$ cat src/rtl/colshift_pkg.sv
// Package: shared helpers for the column shifter.
// Assumes: phase values count from 0 up to lanes-1.
package colshift_pkg;

    // Advance a write phase, wrapping after the last lane.
    function automatic int unsigned phase_next(input int unsigned ph, input int unsigned lanes);
        return (ph + 1 >= lanes) ? 0 : ph + 1;
    endfunction

endpackage

$ cat src/rtl/colshift_decode.sv
// Module: bus access decode for the column shifter.
// Produces a write hit, a read hit and a one-cycle pulse when a read of
// the slot ends. Assumes wr_en is a one-cycle strobe and rd_en is held
// for the whole read.
module colshift_decode #(
    parameter int ADDR_W = 3,
    parameter int SLOT   = 4
) (
    input  logic              clk,
    input  logic              rst_n,
    input  logic [ADDR_W-1:0] addr,
    input  logic              wr_en,
    input  logic              rd_en,
    output logic              wr_hit,
    output logic              rd_hit,
    output logic              rd_done
);
    localparam logic [ADDR_W-1:0] SLOT_A = ADDR_W'(SLOT);

    logic rd_q;

    // Address match for the current access.
    always_comb begin
        wr_hit = wr_en && (addr == SLOT_A);
        rd_hit = rd_en && (addr == SLOT_A);
    end

    // Remember whether a slot read was in progress last cycle.
    always_ff @(posedge clk) begin
        if (!rst_n) rd_q <= 1'b0;
        else        rd_q <= rd_hit;
    end

    // Trailing edge of a slot read.
    assign rd_done = rd_q && !rd_hit;
endmodule

$ cat src/rtl/colshift_seq.sv
// Module: write-phase sequencer.
// Steps through the byte lanes from the top one down, one per write hit,
// and wraps after the last. A completed read with no write returns it to
// the first lane. Emits one write enable per lane.
module colshift_seq #(
    parameter int NUM_BYTES = 3,
    parameter int PH_W      = 2
) (
    input  logic                 clk,
    input  logic                 rst_n,
    input  logic                 wr_hit,
    input  logic                 rd_done,
    output logic [PH_W-1:0]      phase,
    output logic [NUM_BYTES-1:0] lane_we
);
    import colshift_pkg::*;

    // Phase counter: write advances, read completion restarts.
    always_ff @(posedge clk) begin
        if (!rst_n)       phase <= '0;
        else if (wr_hit)  phase <= PH_W'(phase_next(int'(phase), NUM_BYTES));
        else if (rd_done) phase <= '0;
    end

    // Lane enable: phase 0 selects the top lane.
    for (genvar g = 0; g < NUM_BYTES; g++) begin : g_we
        assign lane_we[g] = wr_hit && (phase == PH_W'(NUM_BYTES - 1 - g));
    end
endmodule

$ cat src/rtl/colshift_core.sv
// Module: byte-lane shift register.
// Each lane is written by its enable; with no write, a shift request moves
// the whole register one place toward the top with zero entering bit 0.
// A write in the same cycle as a shift request wins.
module colshift_core #(
    parameter int BYTE_W    = 8,
    parameter int NUM_BYTES = 3,
    localparam int REG_W    = BYTE_W * NUM_BYTES
) (
    input  logic                 clk,
    input  logic                 rst_n,
    input  logic [NUM_BYTES-1:0] lane_we,
    input  logic [BYTE_W-1:0]    wdata,
    input  logic                 shift_en,
    output logic [REG_W-1:0]     sreg
);
    logic [BYTE_W-1:0] lane_q [NUM_BYTES];
    logic [REG_W-1:0]  shifted;
    logic              any_we;

    // Shifted image and write presence.
    always_comb begin
        shifted = {sreg[REG_W-2:0], 1'b0};
        any_we  = |lane_we;
    end

    for (genvar g = 0; g < NUM_BYTES; g++) begin : g_lane
        // Lane storage: write, else shift, else hold.
        always_ff @(posedge clk) begin
            if (!rst_n)           lane_q[g] <= '0;
            else if (any_we) begin
                if (lane_we[g])   lane_q[g] <= wdata;
            end
            else if (shift_en)    lane_q[g] <= shifted[g*BYTE_W +: BYTE_W];
        end
        assign sreg[g*BYTE_W +: BYTE_W] = lane_q[g];
    end
endmodule

$ cat src/rtl/colshift_top.sv
// Module: byte-loaded bit-serial column shifter, top level.
// Loaded a byte at a time through repeated writes at one slot; each read
// at that slot presents the top bit on the top data bit and shifts when
// the read ends. Assumes a synchronous bus in the clk domain.
module colshift_top #(
    parameter int BYTE_W    = 8,
    parameter int NUM_BYTES = 3,
    parameter int ADDR_W    = 3,
    parameter int SLOT      = 4
) (
    input  logic              clk,
    input  logic              rst_n,
    input  logic [ADDR_W-1:0] addr,
    input  logic              wr_en,
    input  logic              rd_en,
    input  logic [BYTE_W-1:0] wdata,
    output logic [BYTE_W-1:0] rdata
);
    localparam int REG_W = BYTE_W * NUM_BYTES;
    localparam int PH_W  = (NUM_BYTES > 1) ? $clog2(NUM_BYTES) : 1;

    logic                 wr_hit;
    logic                 rd_hit;
    logic                 rd_done;
    logic [PH_W-1:0]      phase;
    logic [NUM_BYTES-1:0] lane_we;
    logic [REG_W-1:0]     sreg;

    colshift_decode #(.ADDR_W(ADDR_W), .SLOT(SLOT)) u_dec (
        .clk(clk), .rst_n(rst_n), .addr(addr), .wr_en(wr_en), .rd_en(rd_en),
        .wr_hit(wr_hit), .rd_hit(rd_hit), .rd_done(rd_done)
    );

    colshift_seq #(.NUM_BYTES(NUM_BYTES), .PH_W(PH_W)) u_seq (
        .clk(clk), .rst_n(rst_n), .wr_hit(wr_hit), .rd_done(rd_done),
        .phase(phase), .lane_we(lane_we)
    );

    colshift_core #(.BYTE_W(BYTE_W), .NUM_BYTES(NUM_BYTES)) u_core (
        .clk(clk), .rst_n(rst_n), .lane_we(lane_we), .wdata(wdata),
        .shift_en(rd_done), .sreg(sreg)
    );

    // Read data: top bit on the top data line during a slot read.
    always_comb begin
        rdata = '0;
        if (rd_hit) rdata[BYTE_W-1] = sreg[REG_W-1];
    end
endmodule

$ cat config.mk
export PLATFORM = sky130hd
export DESIGN_NAME = colshift_top
export DESIGN_NICKNAME = d
export VERILOG_FILES = /design/src/rtl/colshift_pkg.sv /design/src/rtl/colshift_decode.sv /design/src/rtl/colshift_seq.sv /design/src/rtl/colshift_core.sv /design/src/rtl/colshift_top.sv
export SDC_FILE = /design/constraint.sdc
export NUM_CORES = 1
export LEC_CHECK = 0
export ABC_AREA = 1
export BUFFER_PORTS_ARGS = -buffer_cell sky130_fd_sc_hd__buf_4
export CORE_MARGIN = 2
export CORE_UTILIZATION = 40
export CTS_CLUSTER_DIAMETER = 30
export DETAILED_ROUTE_END_ITERATION = 10
export HOLD_SLACK_MARGIN = 0.08
export MAX_ROUTING_LAYER = met4
export PLACE_DENSITY = 0.68
export SLEW_MARGIN = 20
export SYNTH_ARGS = -nofsm -noshare
export SYNTH_HDL_FRONTEND = slang
export SYNTH_SLANG_ARGS = --single-unit
$ cat constraint.sdc
create_clock -name clk -period 1.9 [get_ports clk]
set_clock_uncertainty 0.1 [all_clocks]
set_input_delay 0.095 -clock clk [delete_from_list [all_inputs] [get_ports clk]]
set_output_delay 0.095 -clock clk [all_outputs]
set_load 0.01 [all_outputs]
==> summary.md, run 1 <==
| Metric | Value |
|---|---|
| Status | finished clean |
| Antenna viol nets, final | 0 |
| Top cell type by total area after synthesis | edfxtp_1 |
| Number of CTS-inserted buffers | 3 |
| Fin crit share | between 90 and 100% |
| Synth Cell Area | around 0.0013 sq mm |
| Sequential share of the synthesized area | between 50 and 60% |
| Die ar. | 0.00385 sq mm |
| Post-synthesis adder-cell area fraction | 0% |
| Startpoint Class | input pin |
| FF+latch count, synth | 27 |
| Max Cap Viol | 0 |
| CTS tree | yes |
| Synth Area per Inst | between 10 and 15 sq um |
| Max Root-Sink Buffers | 2 |
| Std-Cell Rows | 21 |
| Largest net degree at the start of global routing | 17 |
| Io pins | 23 |
| Clk pin slew, worst setup/hold paths | around 130 ps |
| Post-synthesis xor/xnor area fraction | 0% |
| Worst Path Required | about 1800 ps |
| Later-pin clock latency in the skew report | 320 ps |
| Main combinational cell family by area after synthesis | simple AND/OR/NAND/NOR gates |
| Hold Path Class | in2reg |
| Top post-synthesis cells by area | edfxtp_1 53%, nand2_1 9.2%, o21ai_1 5.6% |
| Area grow syn2layout | 21.0% |
| Max Fclk | 575 MHz |
| # H-tree levels | 1 |
| CP Class | in2reg |
| Cell count after synthesis | about 130 |
| Initial antenna violation count | 0 |
| DP Wirelength | between 1.5 and 2 mm |
| Die height | 62.0 microns |
| First-pass GRT wire length | roughly 4.2 mm |
| Psw | 233 uW |
| Reg2reg start | u_seq.phase[1]$_SDFFE_PN0P_ |
| Comb pwr share | roughly a tenth |
| Critical R2R Capture | u_core.lane_q[2][4]$_SDFFCE_PN0P_ |
| Compound-cell area share of the yosys netlist | 9.66% |
| Final Hold Fails | 0 |
| Flop-to-flop setup slack | ~230 ps |
| CP max FO | 9 |
| Endpoint class of the critical path | register |
| Mux share of post-synthesis cell area | 0% |
| Vias per std cell | around 4.8 |
| Seq pwr share | approximately two thirds |
| Initial DRC count | ~90 |
| Commonest non-fill, non-tap cell in the layout | nand2_1 |
| Leak | between 0.6 and 0.7 nW |
| Unrepaired setup endpoints after global routing | false |
| Min-Delay Endpoint | u_seq.phase[0]$_SDFFE_PN0P_ |
| Initial Utilization | between 40% and 50% |
| Commonest non-fill, non-tap cells in the layout | 32 x nand2_1, 24 x edfxtp_1, 17 x buf_4 |
| WHS Path Cells | 4 |
| Final min period | about 1700 ps |
| DR vias | 1017 |
| Place WS | around 65 ps |
| Vias in the first global route | roughly 940 |
| Power per cell area | around 630 mW/mm^2 |
| Die X | 62.0 microns |
| Post-synthesis simple-gate area fraction | between 20% and 30% |
| Final WL | roughly 2.6 mm |
| Global Route Usage Sum | approximately 15% |
| Clock Sinks | 27 |
| Worst Path Arrival | roughly 1700 ps |
| Area share of the largest cell type after synthesis | ~53% |
| Cell Int Power | roughly 800 uW |
| Number of diodes | 0 |
| Nets@finish | 180 |
| # port buffers | 15 |
| Maximum vdd ir drop | 0.228 mV |
| Post-DR wirelength/cell | between 10 and 15 microns |
| Sw frac | between 20% and 30% |
| Reg2Reg Depth | 7 |
| Number of distinct library cells after synthesis | 20 |
| Number of max-slew violations in the final report | 0 |
| CTS Root Cell | clkbuf_4 |
| Drc violations | 0 |
| Fill cell count | between 300 and 400 |
| GP Congestion | approximately 0.85 |
| Share of cells above drive strength 1 | roughly 22% |
| Hold path startpoint | wr_en |
| Detailed Routing Iterations Pass 1 | 4 |
| Setup TNS | 0 ps |
| Setup violations, final | 0 |
| Grt ovf | 0 |
| Synth warn | 0 |
| Power share of the clock group | around a quarter |
| Final setup margin | between 150 and 200 ps |
| Area of the core | 0.00328 sq mm |
## critical path, cell delays in order
cell and delay, ps:
dlygate4sd3_1 530, buf_4 140, nand3_2 100, nand2_1 110, nor2_4 260, nand2_4 120, nand2_1 290
## area by class of cell
| type | instances | area (sq um) | share of cell area [%] |
|---|---|---|---|
| sequential | 27 | 781 | 47.9 |
| multi-input combinational | 93 | 483 | 29.6 |
| timing repair buffer | 28 | 238 | 14.6 |
| tap | 46 | 57.6 | 3.53 |
| inverter | 12 | 45.0 | 2.76 |
| clock buffer | 4 | 26.3 | 1.61 |
## per-layer routing
layer  part of all wire [%]  vias to the layer above  global-route usage (%)  wire (microns)
met5                      0                        -                       -               0
met4                    1.0                        0                    3.65              27
met3                    4.3                        5                    2.48             113
met2                     48                       30                    24.3            1260
met1                     47                      481                    20.1            1230
li1                       -                      501                       -               -
## cells by family (layout without fill, tap and decap cells)
family,after synthesis,after routing
other,1,7
DFF,27,27
AOI/OAI and AO/OA,25,25
buffers and inverters,20,44
and+or+nand+nor,61,61
## stage by stage
stage / cells / hold slack [ps] / utilization [%] / cell area, sq um / total power [mW]
global placement: 193 / 305 / 45.0 / 1480 / 0.775
global route: 210 / 138 / 49.6 / 1630 / 1.06
floorplan: 140 / 138 / - / 1370 / 0.745
detailed placement: 193 / 305 / 45.0 / 1480 / 0.778
CTS: 208 / 121 / 49.1 / 1610 / 1.03
finish: 210 / 141 / 49.6 / 1630 / 1.03
## cells in the mapped netlist
| cell type | n |
|---|---|
| buf_4 | 7 |
| o21ai_1 | 15 |
| o31ai_1 | 1 |
| nand2_1 | 33 |
| nand4_1 | 2 |
| dfxtp_1 | 3 |
| inv_2 | 3 |
| nor3_2 | 1 |
| nor2_1 | 6 |
| nor2_4 | 6 |
| inv_1 | 9 |
| conb_1 | 1 |
| nand2_4 | 1 |
| buf_6 | 1 |
| nand3_1 | 8 |
| nand3_2 | 3 |
| o21bai_1 | 1 |
| a21oi_1 | 8 |
| edfxtp_1 | 24 |
| nor2_2 | 1 |
## how the worst max path moves through the flow
stage	from	endpoint	slack [ps]	cells past startpoint
finish	rd_en	u_core.lane_q[1][2]$_DFFE_PP_	160	7
global route	rd_en	u_core.lane_q[1][5]$_DFFE_PP_	30	7
CTS	u_seq.phase[1]$_SDFFE_PN0P_	u_core.lane_q[2][5]$_SDFFCE_PN0P_	30	6
detailed placement	u_seq.phase[1]$_SDFFE_PN0P_	u_core.lane_q[2][5]$_SDFFCE_PN0P_	60	6
global placement	u_seq.phase[1]$_SDFFE_PN0P_	u_core.lane_q[2][5]$_SDFFCE_PN0P_	160	6
floorplan	u_seq.phase[1]$_SDFFE_PN0P_	u_core.lane_q[2][0]$_SDFFCE_PN0P_	380	7
## power groups by stage
stage,registers [mW],clock network [mW],logic (mW)
after detailed placement,0.689,0,0.0885
after CTS,0.676,0.250,0.106
after global placement,0.689,0,0.0865
final,0.676,0.246,0.107
after floorplan,0.687,0,0.0577
after global routing,0.678,0.266,0.119
## state kept, by name, indices dropped and copies added, names as in the netlist
name / cells
u_core.lane_q: 24
u_seq.phase: 2
u_dec.rd_q: 1
## timing repair
item | 4_1_cts | 5_1_grt
setup endpoints to repair | 0 | 8
hold endpoints to repair | 27 | 0
setup buffers | 0 | 2
hold buffers | 11 | 0
gates resized for setup | 0 | 1
Power figures use the tool's default switching activity.
==> run 2, diff against run 1 <==
CORE_ASPECT_RATIO = 1.1   (was unset)
==> summary.md, run 2 (synthesis gave the netlist of run 1 again) <==
| Metric | Value |
|---|---|
| Later-pin clock latency in the skew report | 330 ps |
| Worst Path Required | 1810 ps |
| # H-tree levels | 1 |
| Vias in the first global route | between 900 and 1000 |
| Status | finished clean |
| Max Cap Viol | 0 |
| Vias per std cell | 5.04 |
| Die X | 59.3 microns |
| Io pins | 23 |
| Number of diodes | 0 |
| Max Fclk | around 570 MHz |
| Die ar. | ~0.0038 sq mm |
| Grt ovf | 0 |
| DR vias | 1002 |
| Largest net degree at the start of global routing | 17 |
| Top Layer Used | met4 |
| DP Wirelength | slightly below 2 mm |
| Endpoint class of the critical path | register |
| Finished Layout Cells | ~200 |
| Initial DRC count | 55 |
| Area grow syn2layout | 19.4% |
| Leak | 0.641 nW |
| GP Congestion | 0.788 |
| Most flops, register | u_core.lane_q |
| Power per cell area | 642 mW/mm^2 |
| Clk pin slew, worst setup/hold paths | about 150 ps |
| Fin crit share | 91.6% |
| Largest register FFs | 24 |
| Post-DR wirelength/cell | 12.9 microns |
| Tot Pwr | 1.03 mW |
| Final min period | between 1500 and 2000 ps |
| CTS tree | yes |
| Nets@finish | around 180 |
| Initial antenna violation count | 0 |
| Commonest non-fill, non-tap cells in the layout | 33 x nand2_1, 24 x edfxtp_1, 16 x buf_4 |
| Regs by FF count | u_core.lane_q: 24 flops, u_seq.phase: 2 flops, u_dec.rd_q: 1 flops |
| Final setup margin | ~160 ps |
| CP Class | in2reg |
| Commonest non-fill, non-tap cell in the layout | nand2_1 |
| Std-Cell Rows | 22 |
| Hold Path Class | in2reg |
| Cells after DPL | 183 |
| Startpoint Class | input pin |
| Met2 wire len | between 1 and 1.5 mm |
| Number of CTS-inserted buffers | 3 |
| Area of the core | around 0.0033 sq mm |
| Maximum vdd ir drop | approximately 0.25 mV |
| CP max FO | 9 |
| First-pass GRT wire length | 4.24 mm |
| Detailed Routing Iterations Pass 1 | 4 |
| Setup TNS | 0 ps |
| Number of max-slew violations in the final report | 0 |
| Place WS | 120 ps |
| Layout Utilization | 49.1% |
| Clock Sinks | 27 |
| Met1 WL | roughly 1.1 mm |
| Initial Utilization | around two fifths |
| Worst Path Arrival | about 1700 ps |
| Unrepaired setup endpoints after global routing | false |
| CTS Root Cell | clkbuf_4 |
| Antenna viol nets, final | 0 |
| Final Hold Fails | 0 |
| # port buffers | 15 |
| Metal3 WL | around 40 microns |
| Final WL | between 2 and 3 mm |
| Setup violations, final | 0 |
| Share of cells above drive strength 1 | a little over a fifth |
| Drc violations | 0 |
| Die height | between 60 and 70 microns |
| Max Root-Sink Buffers | 2 |
| Global Route Usage Sum | 14.7% |
[run 2: where the power goes]
group,switching [mW],internal (mW)
registers,0.00785,0.668
logic,0.0598,0.0456
clock network,0.172,0.0791
total,0.239,0.793
[run 2: layout make-up]
cell class,instances,area [sq um]
clock buffer,3,22.5
clock inverter,1,5.00
fill,294,1670
inverter,12,45.0
multi-input combinational,93,480
sequential,27,781
tap,36,45.0
timing repair buffer,27,230
[run 2: routing by layer]
layer	global-route usage [%]	vias up
met5	-	-
met2	24.7	9
li1	-	503
met1	17.7	486
met4	5.97	0
met3	1.80	4
[run 2: timing repair]
action | in CTS | in global routing
setup buffers | 0 | 1
endpoints found under the hold margin | 27 | 0
setup endpoints to repair | 0 | 8
resized for setup | 0 | 0
hold buffers | 11 | 0
[run 2: worst max-delay path, cell delays in order]
cell           delay (ps)
dlygate4sd3_1         540
buf_4                 130
nand3_2               100
nand2_1               110
nor2_4                260
nand2_4               120
nand2_1               280
[run 2: stage by stage]
step	cell area, sq um	hold WS (ps)
floorplan	1370	138
global placement	1460	307
detailed placement	1460	321
CTS	1600	132
global route	1610	155
finish	1610	131
[run 2: worst paths after layout]
check / from / endpoint / slack, ps / depth (start not counted)
max: rd_en / u_core.lane_q[1][5]$_DFFE_PP_ / 160 / 7
max reg2reg: u_seq.phase[1]$_SDFFE_PN0P_ / u_core.lane_q[2][4]$_SDFFCE_PN0P_ / 220 / 7
min: wr_en / u_seq.phase[1]$_SDFFE_PN0P_ / 130 / 4
min reg2reg: u_seq.phase[0]$_SDFFE_PN0P_ / u_seq.phase[0]$_SDFFE_PN0P_ / 430 / 2
